<file path="src/rtl/rf_pkg.sv">
// Shared constants for the paged host register file.
// Assumes an 8-bit data bus and 16 offsets per page.
package rf_pkg;
    localparam int OFF_CMD   = 0;
    localparam int OFF_BNDRY = 3;
    localparam int OFF_ISR   = 7;
    localparam int OFF_IMR   = 15;

    localparam int BIT_STOP  = 0;
    localparam int BIT_START = 1;
    localparam int BIT_TXREQ = 2;

    typedef enum logic [1:0] {
        PG0 = 2'd0,
        PG1 = 2'd1,
        PG2 = 2'd2,
        PG3 = 2'd3
    } page_t;
endpackage

</file>
<file path="src/rtl/rf_bank.sv">
// Bank of byte registers indexed by offset. Only the offsets set in WMASK
// get storage; the other bytes read as zero. Assumes wr_en lasts one cycle per write.
module rf_bank #(
    parameter int N = 16,
    parameter int DW = 8,
    parameter logic [N-1:0] WMASK = '1,
    localparam int AW = $clog2(N)
) (
    input  logic            clk,
    input  logic            rst_n,
    input  logic            wr_en,
    input  logic [AW-1:0]   waddr,
    input  logic [DW-1:0]   wdata,
    output logic [N*DW-1:0] q_flat
);
    for (genvar i = 0; i < N; i++) begin : g_byte
        if (WMASK[i]) begin : g_reg
            // Hold one configuration byte; loaded when its offset is written.
            always_ff @(posedge clk) begin
                if (!rst_n)
                    q_flat[i*DW +: DW] <= '0;
                else if (wr_en && (int'(waddr) == i))
                    q_flat[i*DW +: DW] <= wdata;
            end
        end else begin : g_zero
            assign q_flat[i*DW +: DW] = '0;
        end
    end
endmodule

</file>
<file path="src/rtl/rf_cmd.sv">
// Command register plus the read-only reset-state flag.
// The transmit-request bit is set only by the host and cleared by tx_end.
// Assumes wr_cmd is already qualified with offset 0.
module rf_cmd #(
    parameter int DW = 8
) (
    input  logic          clk,
    input  logic          rst_n,
    input  logic          wr_cmd,
    input  logic [DW-1:0] wdata,
    input  logic          tx_end,
    output logic [DW-1:0] cmd_q,
    output logic          rst_st
);
    import rf_pkg::*;
    localparam logic [DW-1:0] CMD_RESET = DW'(1) << BIT_STOP;

    logic txreq_n;

    // Next value of the transmit request: kept until tx_end, set by a write of 1.
    always_comb begin
        txreq_n = (cmd_q[BIT_TXREQ] && !tx_end) || (wr_cmd && wdata[BIT_TXREQ]);
    end

    // Command register update.
    always_ff @(posedge clk) begin
        if (!rst_n) begin
            cmd_q <= CMD_RESET;
        end else begin
            if (wr_cmd)
                cmd_q <= wdata;
            cmd_q[BIT_TXREQ] <= txreq_n;
        end
    end

    // Reset-state flag: set by stop, cleared by start without stop.
    always_ff @(posedge clk) begin
        if (!rst_n)
            rst_st <= 1'b1;
        else if (wr_cmd && wdata[BIT_STOP])
            rst_st <= 1'b1;
        else if (wr_cmd && wdata[BIT_START])
            rst_st <= 1'b0;
    end

    p_txreq_clear_r5: assert property (@(posedge clk) disable iff (!rst_n)
        (tx_end && !(wr_cmd && wdata[BIT_TXREQ])) |=> !cmd_q[BIT_TXREQ]);
    p_txreq_keep_r5: assert property (@(posedge clk) disable iff (!rst_n)
        (cmd_q[BIT_TXREQ] && !tx_end) |=> cmd_q[BIT_TXREQ]);
    p_rst_stop_r4: assert property (@(posedge clk) disable iff (!rst_n)
        (wr_cmd && wdata[BIT_STOP]) |=> rst_st);
    p_rst_start_r4: assert property (@(posedge clk) disable iff (!rst_n)
        (wr_cmd && wdata[BIT_START] && !wdata[BIT_STOP]) |=> !rst_st);
endmodule

</file>
<file path="src/rtl/rf_irq.sv">
// Interrupt status (set by events, cleared by writing 1) and mask, with
// one interrupt line. Assumes event pulses last one cycle per occurrence.
module rf_irq #(
    parameter int NEVT = 7
) (
    input  logic            clk,
    input  logic            rst_n,
    input  logic [NEVT-1:0] evt_set,
    input  logic            clr_wr,
    input  logic            imr_wr,
    input  logic [NEVT-1:0] wdata,
    output logic [NEVT-1:0] isr,
    output logic [NEVT-1:0] imr,
    output logic            irq
);
    // Status bits: a new event wins over a clear in the same cycle.
    always_ff @(posedge clk) begin
        if (!rst_n)
            isr <= '0;
        else
            isr <= (isr & ~(clr_wr ? wdata : '0)) | evt_set;
    end

    // Mask register, one enable per status bit.
    always_ff @(posedge clk) begin
        if (!rst_n)
            imr <= '0;
        else if (imr_wr)
            imr <= wdata;
    end

    assign irq = |(isr & imr);

    p_evt_sticky_r6: assert property (@(posedge clk) disable iff (!rst_n)
        1'b1 |=> ((isr & $past(evt_set)) == $past(evt_set)));
    p_no_clear_r6: assert property (@(posedge clk) disable iff (!rst_n)
        !clr_wr |=> ((isr & $past(isr)) == $past(isr)));
    p_irq_cause_r7: assert property (@(posedge clk) disable iff (!rst_n)
        $rose(irq) |-> ($past(|evt_set) || $past(imr_wr)));
endmodule

</file>
<file path="src/rtl/netc_regfile.sv">
// Host-facing paged register file of a network controller.
// Decodes the 4-bit offset against the page held in command bits 7:6,
// routes writes to the command, status/mask and bank registers, and
// registers read data. Assumes bus_wr lasts one cycle per write. A read has no
// side effect.
module netc_regfile #(
    parameter int AW = 4,
    parameter int DW = 8,
    localparam int NREG = 1 << AW,
    localparam int NEVT = DW - 1
) (
    input  logic              clk,
    input  logic              rst_n,
    input  logic [AW-1:0]     bus_addr,
    input  logic [DW-1:0]     bus_wdata,
    input  logic              bus_wr,
    input  logic              bus_rd,
    output logic [DW-1:0]     bus_rdata,
    input  logic [2*DW-1:0]   ldma_addr,
    input  logic [2*DW-1:0]   rdma_addr,
    input  logic [DW-1:0]     tx_stat,
    input  logic [DW-1:0]     rx_stat,
    input  logic [NEVT-1:0]   evt_set,
    input  logic              tx_end,
    output logic [DW-1:0]     cmd_q,
    output logic [NREG*DW-1:0] p0_cfg,
    output logic [NREG*DW-1:0] p1_cfg,
    output logic              irq
);
    import rf_pkg::*;

    localparam logic [NREG-1:0] P0_WMASK =
        ~((NREG'(1) << OFF_CMD) | (NREG'(1) << OFF_ISR) | (NREG'(1) << OFF_IMR));
    localparam logic [NREG-1:0] P1_WMASK = ~(NREG'(1) << OFF_CMD);
    localparam logic [NREG-1:0] P2_RMASK =
        (NREG'(1) << 1) | (NREG'(1) << 2) | (NREG'(1) << 4) |
        (NREG'(1) << 12) | (NREG'(1) << 13) | (NREG'(1) << 14);

    page_t           page;
    logic            wr_cmd, wr_p0, wr_p1;
    logic            rst_st;
    logic [NEVT-1:0] isr, imr;
    logic [DW-1:0]   rd_mux;
    int              idx;

    assign page   = page_t'(cmd_q[DW-1 -: 2]);
    assign wr_cmd = bus_wr && (int'(bus_addr) == OFF_CMD);
    assign wr_p0  = bus_wr && !wr_cmd && (page == PG0);
    assign wr_p1  = bus_wr && !wr_cmd && (page == PG1);
    assign idx    = int'(bus_addr);

    rf_cmd #(.DW(DW)) u_cmd (
        .clk(clk), .rst_n(rst_n), .wr_cmd(wr_cmd), .wdata(bus_wdata),
        .tx_end(tx_end), .cmd_q(cmd_q), .rst_st(rst_st)
    );

    rf_irq #(.NEVT(NEVT)) u_irq (
        .clk(clk), .rst_n(rst_n), .evt_set(evt_set),
        .clr_wr(wr_p0 && (idx == OFF_ISR)),
        .imr_wr(wr_p0 && (idx == OFF_IMR)),
        .wdata(bus_wdata[NEVT-1:0]), .isr(isr), .imr(imr), .irq(irq)
    );

    rf_bank #(.N(NREG), .DW(DW), .WMASK(P0_WMASK)) u_bank0 (
        .clk(clk), .rst_n(rst_n), .wr_en(wr_p0), .waddr(bus_addr),
        .wdata(bus_wdata), .q_flat(p0_cfg)
    );

    rf_bank #(.N(NREG), .DW(DW), .WMASK(P1_WMASK)) u_bank1 (
        .clk(clk), .rst_n(rst_n), .wr_en(wr_p1), .waddr(bus_addr),
        .wdata(bus_wdata), .q_flat(p1_cfg)
    );

    // Read decode: command everywhere, then page-specific sources.
    always_comb begin
        rd_mux = '0;
        if (idx == OFF_CMD) begin
            rd_mux = cmd_q;
        end else begin
            unique case (page)
                PG0: begin
                    case (idx)
                        1:         rd_mux = ldma_addr[DW-1:0];
                        2:         rd_mux = ldma_addr[2*DW-1:DW];
                        OFF_BNDRY: rd_mux = p0_cfg[OFF_BNDRY*DW +: DW];
                        4:         rd_mux = tx_stat;
                        OFF_ISR:   rd_mux = {rst_st, isr};
                        8:         rd_mux = rdma_addr[DW-1:0];
                        9:         rd_mux = rdma_addr[2*DW-1:DW];
                        12:        rd_mux = rx_stat;
                        default:   rd_mux = '0;
                    endcase
                end
                PG1: rd_mux = p1_cfg[idx*DW +: DW];
                PG2: begin
                    if (idx == OFF_IMR)
                        rd_mux = {1'b0, imr};
                    else if (P2_RMASK[idx])
                        rd_mux = p0_cfg[idx*DW +: DW];
                end
                PG3: rd_mux = '0;
            endcase
        end
    end

    // Read data register, loaded only on a read strobe.
    always_ff @(posedge clk) begin
        if (!rst_n)
            bus_rdata <= '0;
        else if (bus_rd)
            bus_rdata <= rd_mux;
    end

    p_rdata_hold_r9: assert property (@(posedge clk) disable iff (!rst_n)
        !bus_rd |=> $stable(bus_rdata));
    p_page3_zero_r8: assert property (@(posedge clk) disable iff (!rst_n)
        (bus_rd && (page == PG3) && (idx != OFF_CMD)) |=> (bus_rdata == '0));
    p_page_isolate_r1: assert property (@(posedge clk) disable iff (!rst_n)
        (bus_wr && (page != PG0)) |=> $stable(p0_cfg));
    p_bank1_isolate_r10: assert property (@(posedge clk) disable iff (!rst_n)
        (bus_wr && (page != PG1)) |=> $stable(p1_cfg));
endmodule

</file>
<file path="config.mk">
export PLATFORM = sky130hd
export DESIGN_NAME = netc_regfile
export DESIGN_NICKNAME = d
export VERILOG_FILES = /design/src/rtl/rf_pkg.sv /design/src/rtl/rf_bank.sv /design/src/rtl/rf_cmd.sv /design/src/rtl/rf_irq.sv /design/src/rtl/netc_regfile.sv
export SDC_FILE = /design/constraint.sdc
export NUM_CORES = 1
export LEC_CHECK = 0
export CAP_MARGIN = 20
export CORE_ASPECT_RATIO = 1.25
export CORE_MARGIN = 2
export CORE_UTILIZATION = 55
export DETAILED_ROUTE_END_ITERATION = 12
export DONT_BUFFER_PORTS = 1
export PLACE_DENSITY_LB_ADDON = 0.12
export REMOVE_ABC_BUFFERS = 1
export SLEW_MARGIN = 30
export SYNTH_ARGS = -nofsm -noshare
export SYNTH_HDL_FRONTEND = slang
export SYNTH_SLANG_ARGS = --single-unit
export TNS_END_PERCENT = 20
</file>
<file path="constraint.sdc">
create_clock -name clk -period 3.1 [get_ports clk]
set_input_delay 0.465 -clock clk [delete_from_list [all_inputs] [get_ports clk]]
set_output_delay 0.465 -clock clk [all_outputs]
set_load 0.005 [all_outputs]
</file>
==> results of run 1 <==
-- report_power, final --
group | internal (mW) | switching, mW | total (mW)
logic | 0.162 | 0.226 | 0.388
registers | 3.31 | 0.0394 | 3.35
clock network | 1.89 | 1.34 | 3.23
total | 5.36 | 1.60 | 6.96
-- registers in the layout (all words and copies together), names as in the netlist --
signal          cells
u_bank1.q_flat    120
u_bank0.q_flat    104
bus_rdata           8
u_cmd.cmd_q         8
u_irq.imr           7
u_irq.isr           7
u_cmd.rst_st        1
-- logic make-up after synthesis --
kind of cell,after synthesis
adders and majority gates,5
DFF,255
muxes,78
and+or+nand+nor,632
buffers and inverters,182
AOI/OAI and AO/OA,378
other,1
-- cells in the final DEF (no fill, tap or decap), types with 4 or more instances in the layout --
master,synthesis,routed
nor3_1,6,6
and2_1,5,5
clkinv_2,0,4
and3_1,7,7
o211ai_1,10,10
mux2_2,17,17
a31oi_1,5,5
o21ai_0,29,29
dfxtp_1,255,255
clkbuf_1,75,6
nor2b_1,28,25
a221o_1,4,4
nand3_1,238,238
nor2_2,3,4
a211oi_1,4,4
a21boi_1,20,20
a21oi_1,25,25
nand2_2,8,8
inv_1,4,4
nand2_1,300,300
a221oi_1,22,22
conb_1,1,32
nor2_1,18,17
nand2b_1,5,5
mux4_2,25,25
mux2i_1,35,35
ha_2,0,4
clkbuf_8,0,9
a22oi_1,16,16
a21boi_0,213,213
buf_4,33,24
clkbuf_16,0,27
-- layout make-up --
| class | count | area (um^2) |
|---|---|---|
| fillers | 2124 | 9430 |
| multi-input cells | 1125 | 6970 |
| flip-flops and latches | 255 | 5100 |
| clock buffers | 42 | 822 |
| well taps | 288 | 360 |
| repair buffers | 25 | 200 |
| clock inverters | 6 | 57.6 |
| inverters | 4 | 15.0 |
| diodes | 1 | 2.50 |
-- stage by stage --
step,setup WS (ps),instances
6_report,556,1746
5_1_grt,463,1746
4_1_cts,666,1745
3_5_place_dp,411,1697
3_3_place_gp,433,1697
2_1_floorplan,-132,1384
-- cell usage after synthesis (7+ instances only) --
| cell type | n | area [um^2] |
|---|---|---|
| a21boi_0 | 213 | 1600 |
| nor2b_1 | 28 | 175 |
| nand3_1 | 238 | 1190 |
| o21ai_0 | 29 | 145 |
| nand2_1 | 300 | 1130 |
| buf_2 | 36 | 180 |
| o211ai_1 | 10 | 75.1 |
| nand2_2 | 8 | 50.1 |
| mux2i_1 | 35 | 350 |
| a221oi_1 | 22 | 193 |
| a22oi_1 | 16 | 120 |
| nor2_1 | 18 | 67.6 |
| and3_1 | 7 | 43.8 |
| a21oi_1 | 25 | 125 |
| dfxtp_1 | 255 | 5100 |
| mux4_2 | 25 | 563 |
| clkbuf_1 | 75 | 282 |
| a21boi_1 | 20 | 150 |
| buf_1 | 30 | 113 |
| mux2_2 | 17 | 191 |
| buf_4 | 33 | 248 |
-- final timing paths --
| kind | from | endpoint | slack (ps) | cells after the start |
|---|---|---|---|---|
| min reg2reg | u_cmd.rst_st | u_cmd.rst_st | 470 | 2 |
| max | u_cmd.cmd_q[7] | bus_rdata[6] | 560 | 5 |
| max reg2reg | u_cmd.cmd_q[7] | bus_rdata[6] | 560 | 5 |
| min | bus_rd | bus_rdata[1] | 30 | 1 |
-- routing by layer --
metal	GRT usage, %	routed length (um)	up-vias
li1	-	-	5174
met1	42.3	16900	5524
met2	59.3	21600	571
met3	11.1	4700	104
met4	13.1	1750	2
met5	0	16	-
==> metrics.md, run 1 <==
| Metric | Value |
|---|---|
| PwrDens | roughly 500 mW/mm^2 |
| Buffers on Ports | 0 |
| Synth Flop Type | dfxtp_1 |
| Worst path bufs/invs | 0 |
| Hold WS | just over 30 ps |
| Adder-cell share of the synthesized area | less than 1% |
| #FFs+latches synth | 255 |
| Fin util | 58.9% |
| Fin nets | 1515 |
| Ys async rst share | 0% |
| Worst Tran Pin Value | a little under 900 ps |
| PnR Total Power | roughly 7 mW |
| Setup Fix Bufs, Post-CTS | 0 |
| Crit path max-delay family | simple AND/OR/NAND/NOR gates |
| Classification of the worst-slack hold path | input pin to flop |
| I/O Pins | 345 |
| Total Wirelength | ~45000 um |
| Sequential cell area fraction in the yosys report | between 30% and 40% |
| Ys Warns | 0 |
| Routed length per instance | 25.7 um |
| Placed cell areas | roughly 0.013 mm^2 |
| Num Clock Sinks | between 200 and 300 |
| Synth Area in XOR/XNOR | 0% |
| Clock skew | about 12 ps |
| Startpoint types | flop |
| Die Area | about 0.025 mm^2 |
| Critical-path cell list | nor2b_1, nor3b_1, nand3_1, a31oi_1, a311o_1 |
| Minimum clock period | around 2500 ps |
| CP peak stage delay | between 700 and 800 ps |
| Crit Path Max Fanout | 8 |
| Cells after Synth | ~1500 |
| Starting density of the core | 55.8% |
| Synth Cell Area | 0.0128 mm^2 |
| Vias | roughly 11000 |
| First-pass GRT wire length | a little under 70000 um |
| 1st-iter DRT viols | between 1000 and 1500 |
| Die Y | approximately 170 um |
| Data required, critical path | between 3000 and 4000 ps |
| RSZ-0062 raised after global routing | no |
| DRC violations left | 0 |
| Max-Cap Viols | 0 |
| Initial antenna violation count | 2 |
| Post-synthesis cell type count | between 60 and 70 |
| Worst setup EP type | flop |
| Later-pin clock latency in the skew report | between 500 and 600 ps |
| Setup TNS | 0 ps |
| Critical path class | flop to flop |
| Period utilization | between 80% and 90% |
| Synth Area in Compound Gates | a little over a fifth |
| Vias/cell | about 6.5 |
| Drt first pass iters | 6 |
| Largest family of logic cells by synthesized area | simple AND/OR/NAND/NOR gates |
| Die W | about 140 um |
| Syn Area/Cell | ~8.4 um^2 |
| Post-Synth Simple-Gate Area | 22.4% |
| CTS tree | yes |
| Cts hold-fix bufs | 0 |
| Remaining Overflow, GRT | 0 |
| Critical path's slowest cell | nor3b_1 |
| Pins Over Slew Limit | 0 |
| Final setup violation count | 0 |
| Worst slew margin | about two fifths |
| Detail Route Antenna Nets | 0 |
| Vias in the first global route | ~11000 |
| Clk root buf | clkbuf_16 |
| GRT Total Usage | a little over a third |
| Cell area after layout | ~0.014 mm^2 |
| Resize count post-CTS | 0 |
| Core Region | ~0.023 mm^2 |
| CTS clk-pin slew, worst paths | about 70 ps |
| Post-synth EDFFs | 0 |
| Fmax | a little under 0.4 GHz |
| Htree depth | 1 |
| Outcome | completed |
| Multiplexer share of the synthesized area | 8.71% |
| FP Rows | between 60 and 70 |
| Clk buf depth | 3 |
| Leak Pwr | about 4.4 nW |
| Share of cells above drive strength 1 | between 9 and 10% |
| Worst vdd ir | 0.491 mV |
| TritonCTS buffer count | 27 |
| DP HPWL | 29000 um |
| Largest net degree at the start of global routing | between 200 and 300 |
| Final hold vios | 0 |
| Gp weighted congestion | 0.890 |
| Worst endpoint data arrival time | slightly above 3000 ps |
| Area grow syn2layout | 5.55% |
Power figures use the tool's default switching activity.
==> run 2: changes to the inputs <==
- ABC_AREA: default -> 1
- clock period: 3.1 -> 2.12 ns (I/O delays scaled with it)
==> run 2 against run 1 <==
Compared with the run above: the run now ends with negative hold slack left; sequential power is 47% higher; final cell count is 15% higher; largest cell class unchanged; power is 47% higher; routed wire length is 0.43% higher; highest routed layer is now met4; global-route usage is 1.3 points higher; setup slack worse by 450 ps; non-clock buffer count is 82 higher; combinational power is 120% higher.
==> metrics.md, run 2 <==
| Metric | Value |
|---|---|
| Failing checks | negative hold slack |
| Critical path class | flop to flop (unchanged) |
| Worst vdd ir | 0.884 mV (was 0.491 mV) |
| Data required, critical path | 2590 ps (was 3580 ps) |
| M2 GR Usage | 60.3% (was 59.3%) |
| Largest net degree at the start of global routing | 235 (was 252) |
| I/O Pins | 345 (unchanged) |
| Gp weighted congestion | 0.926 (was 0.890) |
| Syn Area/Cell | 6.91 um^2 (was 8.37 um^2) |
| CP peak stage delay | 580 ps (was 780 ps) |
| Fin nets | 1800 (was 1515) |
| Most frequent CP cell | inv_1 |
| Startpoint types | flop (unchanged) |
| Initial antenna violation count | 1 (was 2) |
| Later-pin clock latency in the skew report | 540 ps (about the same) |
| Detail Route Antenna Nets | 0 (unchanged) |
| FF-to-FF End | u_bank1.q_flat[82] (was bus_rdata[6]) |
| Worst r2r src | u_cmd.cmd_q[6] (was u_cmd.cmd_q[7]) |
| Htree depth | 1 (unchanged) |
| Max reg flops | 120 (unchanged) |
| Leak Pwr | 5.62 nW (was 4.38 nW) |
| Hold path depth | 2 (was 1) |
| Vias/cell | 6.05 (was 6.51) |
| GR Util met1 | 44.4% (was 42.3%) |
| CTS clk-pin slew, worst paths | 60 ps (was 70 ps) |
| Worst Tran Pin Value | 934 ps (was 894 ps) |
| Fin util | 64.1% (was 58.9%) |
| Remaining Overflow, GRT | 0 (unchanged) |
| Synth Cell Area | 0.0118 mm^2 (was 0.0128 mm^2) |
| Routed length per instance | 22.4 um (was 25.7 um) |
| Clk buf depth | 3 (unchanged) |
| Minimum clock period | 2010 ps (was 2540 ps) |
| GRT Total Usage | 36.5% (was 35.2%) |
| Ys Warns | 0 (unchanged) |
| Cells after Synth | 1703 (was 1531) |
| Reg2Reg Setup Slack | 110 ps (was 560 ps) |
| Starting density of the core | 56.3% (was 55.8%) |
| Most frequent cells in the layout | o21ai_0, nand2_1, a21oi_1 (was nand2_1, dfxtp_1, nand3_1) |
| Sequential cell area fraction in the yosys report | 43.4% (was 39.8%) |
| Ys async rst share | 0% (unchanged) |
| Clock skew | 11.1 ps (was 12.4 ps) |
| Final setup violation count | 0 (unchanged) |
| Reg with most FFs | u_bank1.q_flat (unchanged) |
| Post-synth EDFFs | 0 (unchanged) |
| Share of cells above drive strength 1 | 8.75% (was 9.20%) |
| Pins Over Slew Limit | 0 (unchanged) |
| Num Clock Sinks | 255 (unchanged) |
| Die Y | 168 um (was 175 um) |
| Worst endpoint data arrival time | 2480 ps (was 3020 ps) |
| Synth top area share | 43.4% (was 39.8%) |
| Die W | 135 um (was 141 um) |
| Clk root buf | clkbuf_16 (unchanged) |
| Hold WS | -28.5 ps (was 31.1 ps) |
| Core Region | 0.0209 mm^2 (was 0.0230 mm^2) |
| Area grow syn2layout | 13.8% (was 5.55%) |
| Die Area | 0.0226 mm^2 (was 0.0246 mm^2) |
| Synth cell count leaders | o21ai_0, nand2_1, a21oi_1 (was nand2_1, dfxtp_1, nand3_1) |
| CTS tree | yes (unchanged) |
| Vias | 12171 (was 11375) |
| Critical path's slowest cell | dlygate4sd3_1 (was nor3b_1) |
| Busiest grt layer | met2 (unchanged) |
| Vias in the first global route | 10923 (was 10887) |
| Crit Path Max Fanout | 5 (was 8) |
| Total Wirelength | 45100 um (was 44900 um) |
| Cell taking the most area after synthesis | dfxtp_1 (unchanged) |
| Final setup margin | 106 ps (was 556 ps) |
| FP Rows | 59 (was 62) |
| Drt first pass iters | 6 (unchanged) |
| Worst Min Path Start | bus_wdata[5] (was bus_rd) |
| 1st-iter DRT viols | 1060 (was 1055) |
| Top-count cell post-synth | o21ai_0 (was nand2_1) |
| DRC violations left | 0 (unchanged) |
| First-pass GRT wire length | 64300 um (was 67500 um) |
| Largest regs | u_bank1.q_flat x120, u_bank0.q_flat x104 (unchanged) |
| Routing usage on met3 | 8.84% (was 11.1%) |
| PwrDens | 766 mW/mm^2 (was 515 mW/mm^2) |
| Commonest non-fill, non-tap cell in the layout | o21ai_0 (was nand2_1) |
| Worst slew margin | 37.5% (was 40.3%) |
| PnR Total Power | 10.3 mW (was 6.96 mW) |
| DP HPWL | 29300 um (was 29000 um) |
| Synth Flop Type | dfxtp_1 (unchanged) |
| #FFs+latches synth | 255 (unchanged) |
| DP Worst Slack | -3.22 ps (was 411 ps) |
| Post-synthesis cell type count | 25 (was 61) |
| Fmax | 0.497 GHz (was 0.393 GHz) |
| Reg2Reg Depth | 9 (was 5) |
| Final hold vios | 6 (was 0) |
| Worst setup EP type | flop (unchanged) |
| Period utilization | 95.0% (was 82.1%) |
| TritonCTS buffer count | 25 (was 27) |
| Classification of the worst-slack hold path | input pin to flop (unchanged) |
| Synth area leaders | dfxtp_1, o21ai_0, a21oi_1 (was dfxtp_1, a21boi_0, nand3_1) |
| Critical-path cell list | inv_1, nor2_2, nand2_1, inv_1, nand2_2, clkinvlp_4, o21ai_0, dlygate4sd3_1, a21oi_1 (was nor2b_1, nor3b_1, nand3_1, a31oi_1, a311o_1) |
| Max-Cap Viols | 0 (unchanged) |
| Hold endpoint | u_bank0.q_flat[53] (was bus_rdata[1]) |
| Buffers on Ports | 0 (unchanged) |
| Outcome | finished, violations left (was completed) |
==> run 2: what timing repair did <==
item,CTS,global route
buffers inserted,0,1
setup endpoints to repair,0,17
hold buffers,21,12
hold endpoints to repair,238,24
gates resized for setup,0,6
==> run 2: cells by family (layout without fill, tap and decap cells) <==
kind of cell	after synthesis	count (layout)	share of synthesized area [%]
and+or+nand+nor	527	527	18.1
buffers and inverters	254	257	9.64
adders and majority gates	5	5	0.532
other	1	33	0.0319
DFF	255	255	43.4
AOI/OAI and AO/OA	661	661	28.3
==> run 2: worst max-delay path, delay by kind of cell, from the launching register on <==
kind	cells	cell delay, ps
buf+inv	4	940
flops	1	410
simple gates	3	370
compound gates	2	220
==> run 2: worst max path at each step <==
stage	endpoint	slack [ps]	from	depth (start not counted)
final	u_bank1.q_flat[82]	110	u_cmd.cmd_q[6]	9
after global routing	u_bank1.q_flat[82]	-40	u_cmd.cmd_q[6]	9
after CTS	u_bank1.q_flat[85]	20	u_cmd.cmd_q[6]	9
after detailed placement	bus_rdata[4]	-3	bus_addr[0]	12
after global placement	bus_rdata[4]	70	bus_addr[0]	12
after floorplan	u_bank1.q_flat[80]	-920	bus_addr[0]	11
==> run 2: final cells by class <==
cell class	count	area, um^2
flip-flops and latches	255	5110
inverters	108	409
repair buffers	107	1090
fillers	1938	7490
clock buffers	36	707
well taps	274	343
multi-input cells	1225	5650
clock inverters	5	81.3
diodes	1	2.50
repair inverters	1	5.00
==> run 2: power breakdown <==
part | switching [mW] | total, mW | internal (mW)
clock network | 1.92 | 4.46 | 2.54
registers | 0.0783 | 4.94 | 4.86
logic | 0.589 | 0.868 | 0.279
==> run 2: layer usage <==
| layer | vias up | part of all wire, % |
|---|---|---|
| li1 | 5641 | - |
| met1 | 5625 | 36 |
| met2 | 776 | 47 |
| met3 | 129 | 11 |
| met4 | 0 | 5.7 |
| met5 | - | 0 |
==> run 2: metrics by stage <==
step           area, um^2  TNS [ps]  hold slack [ps]  std cells
2_1_floorplan       11200   -171880              426       1588
3_3_place_gp        12200         0              459       1935
3_5_place_dp        12200     -3.22              463       1935
4_1_cts             13200         0            -78.0       1997
5_1_grt             13400     -37.5             2.71       2012
6_report            13400         0            -28.5       2012
